File: src/rtl/uload_pkg.sv
package uload_pkg;
  localparam logic [5:0] MAJOR_OP = 6'b011000;
  localparam logic [3:0] GROUP_OP = 4'b0110;
  localparam logic [2:0] MINOR_OP = 3'b111;

  localparam logic [2:0] SEG_KUSER   = 3'd1;
  localparam logic [2:0] SEG_KMAPPED = 3'd2;
  localparam logic [2:0] SEG_USERMAP = 3'd3;

  typedef enum logic [2:0] {
    EXC_NONE = 3'd0,
    EXC_RI   = 3'd1,
    EXC_CPU  = 3'd2,
    EXC_ADDR = 3'd3,
    EXC_BUS  = 3'd4
  } exc_e;

  typedef struct packed {
    logic accept;
    logic takeRsp;
  } ctl_t;
endpackage

File: src/rtl/uload_datapath.sv
module uload_datapath
  import uload_pkg::*;
#(
  parameter int ADDR_W = 64,
  parameter int DATA_W = 64
) (
  input  logic              clk,
  input  logic              rstN,
  input  ctl_t              ctl,
  input  logic [31:0]       instWord,
  input  logic [ADDR_W-1:0] baseValue,
  input  logic              featureEn,
  input  logic              cp0Usable,
  input  logic [2:0]        segMode,
  input  logic              reverseEndian,
  input  logic              bigEndianCpu,
  input  logic [DATA_W-1:0] memRspData,
  output logic              instMatch,
  output exc_e              chkCode,
  output logic [ADDR_W-1:0] memReqAddr,
  output logic              memReqUserMap,
  output logic [4:0]        resRt,
  output logic [DATA_W-1:0] resData
);
  localparam int OFF_W  = 9;
  localparam int HALF_W = DATA_W / 2;

  logic [ADDR_W-1:0] offsetExt;
  logic [ADDR_W-1:0] effAddr;
  logic              modeOk;

  logic [ADDR_W-1:3] addrHiQ;
  logic              physLaneQ;
  logic              dataLaneHiQ;
  logic              userMapQ;
  logic [4:0]        rtQ;
  logic [DATA_W-1:0] resDataQ;
  logic [HALF_W-1:0] laneWord;

  always_comb begin
    instMatch = (instWord[31:26] == MAJOR_OP) && (instWord[15:12] == GROUP_OP) &&
                (instWord[11:9] == MINOR_OP);
    offsetExt = {{(ADDR_W-OFF_W){instWord[OFF_W-1]}}, instWord[OFF_W-1:0]};
    effAddr   = baseValue + offsetExt;
    modeOk    = (segMode == SEG_KUSER) || (segMode == SEG_KMAPPED) || (segMode == SEG_USERMAP);
    if (!featureEn)                          chkCode = EXC_RI;
    else if (!cp0Usable)                     chkCode = EXC_CPU;
    else if ((effAddr[1:0] != 2'b00) || !modeOk) chkCode = EXC_ADDR;
    else                                     chkCode = EXC_NONE;
  end

  always_ff @(posedge clk) begin
    if (!rstN) begin
      addrHiQ     <= '0;
      physLaneQ   <= 1'b0;
      dataLaneHiQ <= 1'b0;
      userMapQ    <= 1'b0;
      rtQ         <= '0;
    end else if (ctl.accept) begin
      addrHiQ     <= effAddr[ADDR_W-1:3];
      physLaneQ   <= effAddr[2] ^ reverseEndian;
      dataLaneHiQ <= effAddr[2] ^ bigEndianCpu;
      userMapQ    <= (segMode == SEG_USERMAP);
      rtQ         <= instWord[25:21];
    end
  end

  assign laneWord = dataLaneHiQ ? memRspData[DATA_W-1:HALF_W] : memRspData[HALF_W-1:0];

  always_ff @(posedge clk) begin
    if (!rstN)            resDataQ <= '0;
    else if (ctl.takeRsp) resDataQ <= {{(DATA_W-HALF_W){laneWord[HALF_W-1]}}, laneWord};
  end

  assign memReqAddr    = {addrHiQ, physLaneQ, 2'b00};
  assign memReqUserMap = userMapQ;
  assign resRt         = rtQ;
  assign resData       = resDataQ;


  accept_clean_chk: assert property (@(posedge clk) disable iff (!rstN)
    ctl.accept |-> (chkCode == EXC_NONE && instMatch));


  accept_match_chk: assert property (@(posedge clk) disable iff (!rstN)
    ctl.accept |-> (instWord[31:26] == MAJOR_OP));
endmodule

File: src/rtl/uload_ctrl.sv
module uload_ctrl
  import uload_pkg::*;
(
  input  logic       clk,
  input  logic       rstN,
  input  logic       instValid,
  input  logic       instMatch,
  input  exc_e       chkCode,
  input  logic       memReqReady,
  input  logic       memRspValid,
  input  logic       memRspErr,
  output ctl_t       ctl,
  output logic       busy,
  output logic       memReqValid,
  output logic       resValid,
  output logic       excValid,
  output logic [2:0] excCode
);
  typedef enum logic [1:0] {ST_IDLE, ST_REQ, ST_WAIT} state_e;
  state_e state;
  logic   takeInst;

  always_comb begin
    takeInst    = (state == ST_IDLE) && instValid && instMatch;
    ctl.accept  = takeInst && (chkCode == EXC_NONE);
    ctl.takeRsp = (state == ST_WAIT) && memRspValid && !memRspErr;
  end

  always_ff @(posedge clk) begin
    if (!rstN) begin
      state    <= ST_IDLE;
      resValid <= 1'b0;
      excValid <= 1'b0;
      excCode  <= EXC_NONE;
    end else begin
      resValid <= 1'b0;
      excValid <= 1'b0;
      unique case (state)
        ST_IDLE: if (takeInst) begin
          if (chkCode == EXC_NONE) state <= ST_REQ;
          else begin
            excValid <= 1'b1;
            excCode  <= chkCode;
          end
        end
        ST_REQ: if (memReqReady) state <= ST_WAIT;
        ST_WAIT: if (memRspValid) begin
          state <= ST_IDLE;
          if (memRspErr) begin
            excValid <= 1'b1;
            excCode  <= EXC_BUS;
          end else begin
            resValid <= 1'b1;
          end
        end
        default: state <= ST_IDLE;
      endcase
    end
  end

  assign busy        = (state != ST_IDLE);
  assign memReqValid = (state == ST_REQ);


  res_exc_excl_chk: assert property (@(posedge clk) disable iff (!rstN)
    !(resValid && excValid));


  res_pulse_chk: assert property (@(posedge clk) disable iff (!rstN)
    resValid |=> !resValid);


  req_hold_chk: assert property (@(posedge clk) disable iff (!rstN)
    (memReqValid && !memReqReady) |=> memReqValid);
endmodule

File: src/rtl/uspace_load_unit.sv
module uspace_load_unit
  import uload_pkg::*;
#(
  parameter int ADDR_W = 64,
  parameter int DATA_W = 64
) (
  input  logic              clk,
  input  logic              rstN,
  input  logic              instValid,
  input  logic [31:0]       instWord,
  input  logic [ADDR_W-1:0] baseValue,
  input  logic              featureEn,
  input  logic              cp0Usable,
  input  logic [2:0]        segMode,
  input  logic              reverseEndian,
  input  logic              bigEndianCpu,
  output logic              memReqValid,
  input  logic              memReqReady,
  output logic [ADDR_W-1:0] memReqAddr,
  output logic              memReqUserMap,
  input  logic              memRspValid,
  input  logic [DATA_W-1:0] memRspData,
  input  logic              memRspErr,
  output logic              busy,
  output logic              resValid,
  output logic [4:0]        resRt,
  output logic [DATA_W-1:0] resData,
  output logic              excValid,
  output logic [2:0]        excCode
);
  ctl_t ctl;
  logic instMatch;
  exc_e chkCode;

  uload_datapath #(.ADDR_W(ADDR_W), .DATA_W(DATA_W)) i_dp (
    .clk(clk), .rstN(rstN), .ctl(ctl), .instWord(instWord), .baseValue(baseValue),
    .featureEn(featureEn), .cp0Usable(cp0Usable), .segMode(segMode),
    .reverseEndian(reverseEndian), .bigEndianCpu(bigEndianCpu), .memRspData(memRspData),
    .instMatch(instMatch), .chkCode(chkCode), .memReqAddr(memReqAddr),
    .memReqUserMap(memReqUserMap), .resRt(resRt), .resData(resData)
  );

  uload_ctrl i_ctrl (
    .clk(clk), .rstN(rstN), .instValid(instValid), .instMatch(instMatch), .chkCode(chkCode),
    .memReqReady(memReqReady), .memRspValid(memRspValid), .memRspErr(memRspErr),
    .ctl(ctl), .busy(busy), .memReqValid(memReqValid), .resValid(resValid),
    .excValid(excValid), .excCode(excCode)
  );


  req_addr_stable_chk: assert property (@(posedge clk) disable iff (!rstN)
    (memReqValid && !memReqReady) |=> $stable(memReqAddr));


  res_after_rsp_chk: assert property (@(posedge clk) disable iff (!rstN)
    resValid |-> $past(memRspValid && !memRspErr));
endmodule

File: config.mk
export PLATFORM = sky130hd
export DESIGN_NAME = uspace_load_unit
export DESIGN_NICKNAME = d
export VERILOG_FILES = /design/src/rtl/uload_pkg.sv /design/src/rtl/uload_datapath.sv /design/src/rtl/uload_ctrl.sv /design/src/rtl/uspace_load_unit.sv
export SDC_FILE = /design/constraint.sdc
export NUM_CORES = 1
export LEC_CHECK = 0
export ABC_AREA = 1
export BUFFER_PORTS_ARGS = -buffer_cell sky130_fd_sc_hd__buf_2
export CAP_MARGIN = 15
export CORE_MARGIN = 8
export CORE_UTILIZATION = 58
export DETAILED_ROUTE_END_ITERATION = 10
export PLACE_DENSITY = 0.88
export SYNTH_ARGS = -nofsm -noshare
export SYNTH_HDL_FRONTEND = slang
export SYNTH_SLANG_ARGS = --single-unit
File: constraint.sdc
create_clock -name clk -period 6.7 [get_ports clk]
set_clock_uncertainty 0.2 [all_clocks]
set_input_delay 0.335 -clock clk [delete_from_list [all_inputs] [get_ports clk]]
set_output_delay 0.335 -clock clk [all_outputs]
set_load 0.02 [all_outputs]
Word level (Yosys, flattened, before mapping)
Cells that the tools add are included.
- add/sub/neg operators: 1
- eq/ne operators: 14
- mux-type cells: 20
- bitwise logic cells: 2
- reductions and logical operators: 20
- operator list (cell ; number):
    $add A64 B64 Y64 ; 1
    $mux W32 ; 1
    $mux W3 ; 6
    $mux W2 ; 5
    $ne A2 B2 Y1 const B ; 4
    $logic_and A1 B1 Y1 ; 7
    $eq A3 B2 Y1 const B ; 2
    $eq A6 B5 Y1 const B ; 1
    $pmux W2 S3 ; 1
    $pmux W3 S2 ; 1
    $reduce_bool A2 Y1 ; 3
    $mux W1 ; 5
    $reduce_and A5 Y1 ; 1
    $eq A4 B3 Y1 const B ; 1
    $ne A2 B1 Y1 const B ; 2
    $reduce_and A4 Y1 ; 1
    $eq A3 B1 Y1 const B ; 1
    $eq A3 B3 Y1 const B ; 1
    $logic_not A3 Y1 ; 1
    $logic_or A1 B1 Y1 ; 3
    $reduce_and A3 Y1 ; 1
    $eq A2 B1 Y1 const B ; 1
    $eq A2 B2 Y1 const B ; 1
    $logic_not A1 Y1 ; 2
    other kinds (3) ; 4
- flip-flop bits (word level): 108
- input port bits: 173
- output and inout port bits: 141
- word-level logic and storage cells: 67

Longest topological paths before layout
Gate-level depths: netlist (run 1).
- depth in word-level cells: 12
- gate-level depth with buffers: 17
- depth with buffers taken out: 17

Hierarchy
Synthesis (run 1) repeated with hierarchy kept, for this count alone.
- cell total of the unflattened synthesis: 1951
- area total of the unflattened synthesis: 10691.5 um2
- by module, submodules not included (module ; times used ; cells an instance ; area an instance (um2) ; seq. area each (um2)):
    uload_datapath ; 1 ; 1908 ; 10369.9 ; 2021.9
    uload_ctrl ; 1 ; 43 ; 321.6 ; 140.1

Least setup slack after synthesis (run 1)
Ideal clock, no wire load.
- path kind: input to register
- from: in instWord[0]
- to: reg i_dp.addrHiQ[21] (netlist name)
- library setup time: 0.116 ns
- arrival: 2.035 ns
- data required time: 6.384 ns
- slack: 4.348 ns
- cell stages on the path: 12
- buffers on the path: 2
- cells stage by stage: ha_1 -> fa_1 -> nor3_1 -> o21ai_1 -> nor2_4 -> nand2_2 -> nor2_4 -> buf_6 -> buf_4 -> nand2_1 -> o211ai_1 -> inv_1
- cells in the longest elaborated chain, start to end: 8
- RTL lines (what ; RTL line ; RTL):
    from (decl) ; uspace_load_unit.sv:10 ; input logic [31:0] instWord,
    $add A64 B64 Y64 * ; uload_datapath.sv:44 ; effAddr = baseValue + offsetExt;
    $reduce_bool A2 Y1 ; uload_datapath.sv:48 ; else if ((effAddr[1:0] != 2'b00) || !modeOk) chkCode = EXC_ADDR;
    $logic_or A1 B1 Y1 ; uload_datapath.sv:48 ;
    $mux W2 ; uload_datapath.sv:48 ;
    $mux W3 ; uload_datapath.sv:47 ; else if (!cp0Usable) chkCode = EXC_CPU;
    $mux W3 ; uload_datapath.sv:46 ; if (!featureEn) chkCode = EXC_RI;
    $logic_not A3 Y1 ; uload_ctrl.sv:25 ; ctl.accept = takeInst && (chkCode == EXC_NONE);
    $logic_and A1 B1 Y1 ; uload_ctrl.sv:25 ;
    to (signal assigned) ; uload_datapath.sv:60 ; addrHiQ <= effAddr[ADDR_W-1:3];
    to (decl) ; uload_datapath.sv:32 ; logic [ADDR_W-1:3] addrHiQ;
Every way passes the cells marked *; elsewhere a longest branch is shown, timed or not.
A chain may end at the register's enable or synchronous reset.

Worst setup path after layout (run 1)
- from: in instWord[0]
- to: reg i_dp.dataLaneHiQ
- cells in the longest elaborated chain, start to end: 8
- elaborated cells between the ends (all ways): 9
- those cells by class: add/sub (1); mux (3); bitwise (1); reduce/logical (4)
- RTL lines (what ; RTL line ; RTL):
    $add A64 B64 Y64 * ; uload_datapath.sv:44 ;
    $reduce_bool A2 Y1 ; uload_datapath.sv:48 ;
    $logic_or A1 B1 Y1 ; uload_datapath.sv:48 ;
    $mux W2 ; uload_datapath.sv:48 ;
    $mux W3 ; uload_datapath.sv:47 ;
    $mux W3 ; uload_datapath.sv:46 ;
    $logic_not A3 Y1 ; uload_ctrl.sv:25 ;
    $logic_and A1 B1 Y1 ; uload_ctrl.sv:25 ;
    to (signal assigned) ; uload_datapath.sv:62 ; dataLaneHiQ <= effAddr[2] ^ bigEndianCpu;
    to (decl) ; uload_datapath.sv:34 ; logic dataLaneHiQ;
Marks and branches as above.

==> impl_metrics.tcl, run 1 <==
set metrics [dict create \
    finalMaxSlewViolations 0 \
    detail_route.wl_per_cell_microns 15.5 \
    slowest_delay_ns 0.50 \
    syn_inst 1899 \
    clockBufferDepth 2 \
    initial_core_util_pct 58.3 \
    ys_ff_latch 108 \
    ys_seq_area_share_pct 20.9 \
    coreArea_sq_um 17700 \
    power_density_nw_per_um2 147 \
    cts-root-buf "clkbuf_16" \
    cp.arrival_ns 3.10 \
    dieArea_sq_um 22300 \
    worstPathCellList "buf_2 > ha_1 > fa_1 > nor3_1 > o21ai_1 > nor2_4 > nand2_2 > nor2_4 > buf_4 > inv_2 > o21ai_0 > a21oi_1" \
    synthToLayoutAreaGrowth_pct 16.9 \
    fin_setup_tns_ns 0 \
    finalCriticalPeriod_ns 3.10 \
    via_per_inst 5.09 \
    cts_resized 0 \
    nNetsFinal 2388 \
    slew_headroom_pct 32.2 \
    path_buf_inv 3 \
    clk_latency_ns 0.35 \
    outcome "finished clean" \
    gr-total-overflow 0 \
    die-width_microns 149 \
    cts_tree "built" \
    detailroute.via_count 12148 \
    crit_top_cell "nor2_4" \
    worst_pin_slew_ns 1.02 \
    ys_types 34 \
    timing.fmax_mhz 323 \
    clk_pin_slew_ns 0.08 \
    drtIter0Drc 1102 \
    fill_cells 1733 \
    antenna_found_initial 0 \
    ys_warn_count 0 \
    design_area_sq_um 12100 \
    drt_first_pass_iters 8 \
    fin_cells 2385 \
    crit_family "buffers and inverters" \
    grt_use_total_pct 31.9 \
    drive_above_1_share_pct 16.3 \
    wl_microns 36900 \
    syn_area_per_cell_sq_um 5.44 \
    post-route-period-util_pct 46.3 \
    multi_input_area_sq_um 6250 \
    dp.cells 2368 \
    critical-path-slowest-cell "buf_4" \
    final-hold-violation-count 0 \
    diodes 0 \
    setup_viol 0 \
    grt_pass1_wl_microns 56600 \
    timing.final.ws_setup_ns 3.60 \
    p_leak_nw 7.71 \
    dpl_cell_area_sq_um 11800 \
    crit_type "in -> reg" \
    ios 314 \
    critPathCaptureType "flop" \
    cts_sinks 108 \
    critical_path_required_ns 6.70 \
    critPathMaxFanout 66 \
    hold_buffers 0 \
    seqCellArea_sq_um 2160 \
    hold_slack_ns 0.0127 \
    h-tree-depth 3 \
    dieHeight_microns 149 \
    grt_pass1_vias 11007 \
    start_kind "input pin" \
    holdCritPathClass "in -> reg" \
    max_cap_violations 0 \
    row_count 49 \
    grt_max_degree 67 \
    drtAntennaViolNets 0 \
    rsz0062_at_grt "false" \
    ir_worst_vdd_v 0.000124 \
    drc 0 \
    dp_hpwl_microns 31000 \
    io_buffers 306 \
    power_mw 1.78 \
    gp_congestion 0.959 \
    final_util_pct 68.1 \
    cts_setup_buffers 0 \
    place_ws_ns 3.29 \
    cts_buffers 9 \
    syn-cell-area_sq_um 10300 \
]
-- cells by family after synthesis --
| family | after synthesis | share of synthesized area (%) |
|---|---|---|
| other | 1 | 0.0363 |
| AO/OA/AOI/OAI | 177 | 9.22 |
| AND/OR/NAND/NOR | 1053 | 40.8 |
| flip-flops | 108 | 20.9 |
| XOR/XNOR | 31 | 2.63 |
| adder cells (fa/ha/maj) | 64 | 7.82 |
| buffers and inverters | 465 | 18.6 |
-- synthesized netlist by cell type (all sizes together) --
master  instances  area share, %
nor3           18            1.2
nand3          75            3.7
o21bai          3           0.22
nor2          245            9.1
a31oi          33            2.0
o211ai          6           0.44
nand3b          2           0.15
ha             63            7.6
inv           391             14
fa              1           0.19
nor4            4           0.36
nand2         694             25
dfxtp         108             21
buf            49            3.4
o21ai          78            3.8
nand4          15           0.91
xor2           18            1.5
xnor2          13            1.1
clkbuf         24           0.87
a21boi          1          0.073
conb            1          0.036
a21oi          56            2.7
clkinv          1          0.036
-- registers in the layout, indices dropped and copies added, names as in the netlist --
register	flops
i_dp.addrHiQ	61
i_dp.resData	32
i_dp.resRt	5
i_ctrl.excCode	3
i_ctrl.state	2
i_ctrl.excValid	1
i_ctrl.resValid	1
i_dp.dataLaneHiQ	1
i_dp.memReqUserMap	1
i_dp.physLaneQ	1
-- where the power goes --
part / total (mW) / switching, mW / internal (mW)
combinational: 0.582 / 0.382 / 0.200
sequential: 0.641 / 0.00000141 / 0.641
clock: 0.555 / 0.261 / 0.295
total: 1.78 / 0.642 / 1.14
-- final timing paths --
kind | from | to | slack (ns) | cells after the start
setup / recovery | instWord[0] | i_dp.dataLaneHiQ$_SDFFE_PN0P_ | 3.60 | 12
hold / removal | instWord[21] | i_dp.resRt[0]$_SDFFE_PN0P_ | 0.01 | 3
setup reg to reg | i_ctrl.state[0]$_SDFFE_PN0P_ | i_dp.dataLaneHiQ$_SDFFE_PN0P_ | 4.33 | 9
hold reg to reg | i_ctrl.excCode[0]$_SDFFE_PN0P_ | i_ctrl.excCode[0]$_SDFFE_PN0P_ | 0.28 | 2
-- cell type report --
class / count / share of cell area [%]
Clock buffer: 10 / 1.90
Timing Repair Buffer: 313 / 13.2
Multi-Input combinational cell: 1327 / 51.8
Tap cell: 229 / 2.37
Sequential cell: 108 / 17.9
Clock inverter: 6 / 0.591
Inverter: 392 / 12.2
-- cell usage in the layout (no fill, tap or decap), types with 2 or more instances in the layout --
| master | instances |
|---|---|
| a21oi_1 | 56 |
| a31oi_1 | 33 |
| buf_2 | 306 |
| buf_4 | 6 |
| clkbuf_16 | 9 |
| conb_1 | 2 |
| dfxtp_1 | 108 |
| ha_1 | 63 |
| inv_1 | 388 |
| inv_2 | 3 |
| nand2_1 | 686 |
| nand2_2 | 8 |
| nand3_1 | 74 |
| nand3b_1 | 2 |
| nand4_1 | 15 |
| nor2_1 | 240 |
| nor2_2 | 3 |
| nor2_4 | 2 |
| nor3_1 | 13 |
| nor3_2 | 4 |
| nor4_1 | 2 |
| nor4_2 | 2 |
| o211ai_1 | 6 |
| o21ai_0 | 65 |
| o21ai_1 | 13 |
| o21bai_1 | 3 |
| xnor2_1 | 13 |
| xor2_1 | 18 |
-- worst reg2reg max path, delay by kind of cell, from the launching register on --
family,cells,cell delay [ns]
buffers and inverters,3,0.94
and+or+nand+nor,4,0.43
DFF,1,0.34
AOI/OAI and AO/OA,2,0.31
-- layer usage --
metal / routed length [microns] / part of all wire (%) / track usage, % / up-vias
met4: 1110 / 3.0 / 10.8 / 0
met2: 16800 / 45 / 52.8 / 504
li1: - / - / - / 6203
met5: 0 / 0 / 0 / -
met3: 3240 / 8.8 / 4.60 / 61
met1: 15800 / 43 / 41.7 / 5380
(Power assumes the default switching activity.)
==> inputs of run 2 (changes only) <==
--- a/config.mk
+++ b/config.mk
@@ -9,9 +9,9 @@
 export BUFFER_PORTS_ARGS = -buffer_cell sky130_fd_sc_hd__buf_2
 export CAP_MARGIN = 15
 export CORE_MARGIN = 8
-export CORE_UTILIZATION = 58
+export CORE_UTILIZATION = 53
 export DETAILED_ROUTE_END_ITERATION = 10
-export PLACE_DENSITY = 0.88
+export PLACE_DENSITY = 0.81
 export SYNTH_ARGS = -nofsm -noshare
 export SYNTH_HDL_FRONTEND = slang
 export SYNTH_SLANG_ARGS = --single-unit
==> constraint.sdc (replaced) <==
create_clock -name clk -period 3.1 [get_ports clk]
set_clock_uncertainty 0.2 [all_clocks]
set_input_delay 0.155 -clock clk [delete_from_list [all_inputs] [get_ports clk]]
set_output_delay 0.155 -clock clk [all_outputs]
set_load 0.02 [all_outputs]
==> impl_metrics.tcl, run 2 (synthesis gave the netlist of run 1 again) <==
set metrics [dict create \
    power_density_nw_per_um2 301 \
    top_register "i_dp.addrHiQ" \
    start_kind "input pin" \
    power_mw 3.90 \
    critPathMaxFanout 34 \
    finalCriticalPeriod_ns 2.53 \
    crit_type "in -> reg" \
    gr-total-overflow 0 \
    grt_pass1_wl_microns 60200 \
    grt_pass1_vias 11491 \
    crit_family "buffers and inverters" \
    p_int_mw 2.51 \
    die-width_microns 156 \
    initial_core_util_pct 53.6 \
    drtAntennaViolNets 0 \
    detail_route.wl_per_cell_microns 15.5 \
    drc 0 \
    cp.arrival_ns 2.58 \
    fill_cells 1949 \
    worstPathCellList "buf_2 > buf_12 > ha_1 > nand2_1 > inv_1 > nand2_1 > inv_1 > a21oi_1 > nand2_1 > a21oi_1 > nand2_1 > nand2_1 > nand3_1 > nand2_1 > inv_1" \
    switching_share_pct 35.6 \
    fin_setup_tns_ns 0 \
    drt_first_pass_iters 6 \
    path_buf_inv 5 \
    critical-path-slowest-cell "buf_2" \
    drtIter0Drc 1039 \
    p_leak_nw 8.15 \
    clock_power_share_pct 31.0 \
    antenna_found_initial 2 \
    via_per_inst 4.97 \
    row_count 51 \
    worst_pin_slew_ns 1.03 \
    io_buffers 306 \
    grt_use_total_pct 31.4 \
    coreArea_sq_um 19300 \
    outcome "finished clean" \
    ir_worst_vdd_v 0.000265 \
    drive_above_1_share_pct 15.8 \
    dieHeight_microns 156 \
    layout_commonest_cell "nand2_1" \
    p_sw_mw 1.39 \
    fin_cells 2504 \
    clockBufferDepth 2 \
    gp_congestion 0.982 \
    cts_buffers 9 \
    dp.cells 2407 \
    wl_microns 38800 \
    finalMaxSlewViolations 0 \
    max_cap_violations 0 \
    grt_max_degree 60 \
    cts_sinks 108 \
    ios 314 \
    hold_slack_ns 0.00291 \
    holdCritPathClass "in -> reg" \
    clk_pin_slew_ns 0.07 \
    clk_latency_ns 0.35 \
    synthToLayoutAreaGrowth_pct 25.4 \
    post-route-period-util_pct 81.5 \
    cts_tree "built" \
    rsz0062_at_grt "false" \
    slew_headroom_pct 31.1 \
    final-hold-violation-count 0 \
    largest_reg_flops 61 \
    timing.fmax_mhz 396 \
    p_seq_share_pct 35.6 \
    crit_top_cell "nand2_1" \
    slowest_delay_ns 0.44 \
    dieArea_sq_um 24200 \
    cts-root-buf "clkbuf_16" \
    comb_power_share_pct 33.4 \
    cts_setup_buffers 0 \
    critPathCaptureType "flop" \
    h-tree-depth 3 \
    nNetsFinal 2469 \
    final_cell_mix "nand2_1, inv_1, buf_2" \
    detailroute.via_count 12457 \
    setup_viol 0 \
    critical_path_required_ns 3.16 \
    final_util_pct 67.2 \
    cts_resized 0 \
    dp_hpwl_microns 31200 \
]
run 2: power groups by stage:
stage	clock (mW)	combinational [mW]	sequential (mW)
after global placement	0	1.21	1.42
after CTS	1.23	1.27	1.39
after global routing	1.28	1.46	1.39
after detailed placement	0	1.22	1.42
after floorplan	0	0.825	1.42
final	1.21	1.30	1.39
run 2: metal layers:
layer | vias to the layer above | global-route usage [%] | wire length, microns | share of wire [%]
met4 | 0 | 12.7 | 1570 | 4.0
met5 | - | 0 | 0 | 0
met2 | 506 | 51.2 | 17300 | 45
met1 | 5506 | 39.6 | 16200 | 42
met3 | 83 | 6.70 | 3730 | 9.6
li1 | 6362 | - | - | -
run 2: worst reg2reg max path, delay by kind of cell (launching register included):
kind,cells,cell delay (ns)
and+or+nand+nor,2,0.28
DFF,1,0.35
buffers and inverters,4,1.11
AOI/OAI and AO/OA,2,0.38
run 2: repair_timing:
action | 4_1_cts | 5_1_grt
hold buffers | 79 | 0
setup endpoints to repair | 0 | 0
endpoints found under the hold margin | 45 | 0
run 2: layout make-up:
type / instances / area [sq um] / share of cell area, %
Sequential cell: 108 / 2160 / 16.7
Antenna cell: 2 / 5.00 / 0.0386
Timing Repair Buffer: 394 / 2430 / 18.7
Inverter: 392 / 1470 / 11.4
Clock inverter: 4 / 55.1 / 0.425
Tap cell: 265 / 332 / 2.56
Multi-Input combinational cell: 1327 / 6250 / 48.3
Clock buffer: 12 / 246 / 1.90
run 2: worst paths after layout:
path / startpoint / endpoint / slack (ns) / cells after the start
worst max register to register: i_ctrl.state[1]$_SDFFE_PN0P_ / i_dp.resData[1]$_SDFFE_PN0P_ / 0.73 / 8
worst min-delay path: instWord[12] / i_ctrl.state[0]$_SDFFE_PN0P_ / 0.003 / 6
worst max-delay path: instWord[8] / i_dp.addrHiQ[59]$_SDFFE_PN0P_ / 0.57 / 15
worst min register to register: i_ctrl.excCode[0]$_SDFFE_PN0P_ / i_ctrl.excCode[0]$_SDFFE_PN0P_ / 0.28 / 2
run 2: per-stage QoR:
stage | setup slack, ns | cell area, sq um
3_3_place_gp | 0.352 | 11900
3_5_place_dp | 0.245 | 11900
5_1_grt | 0.353 | 13000
2_1_floorplan | 0.928 | 10300
4_1_cts | 0.625 | 12900
6_report | 0.572 | 13000
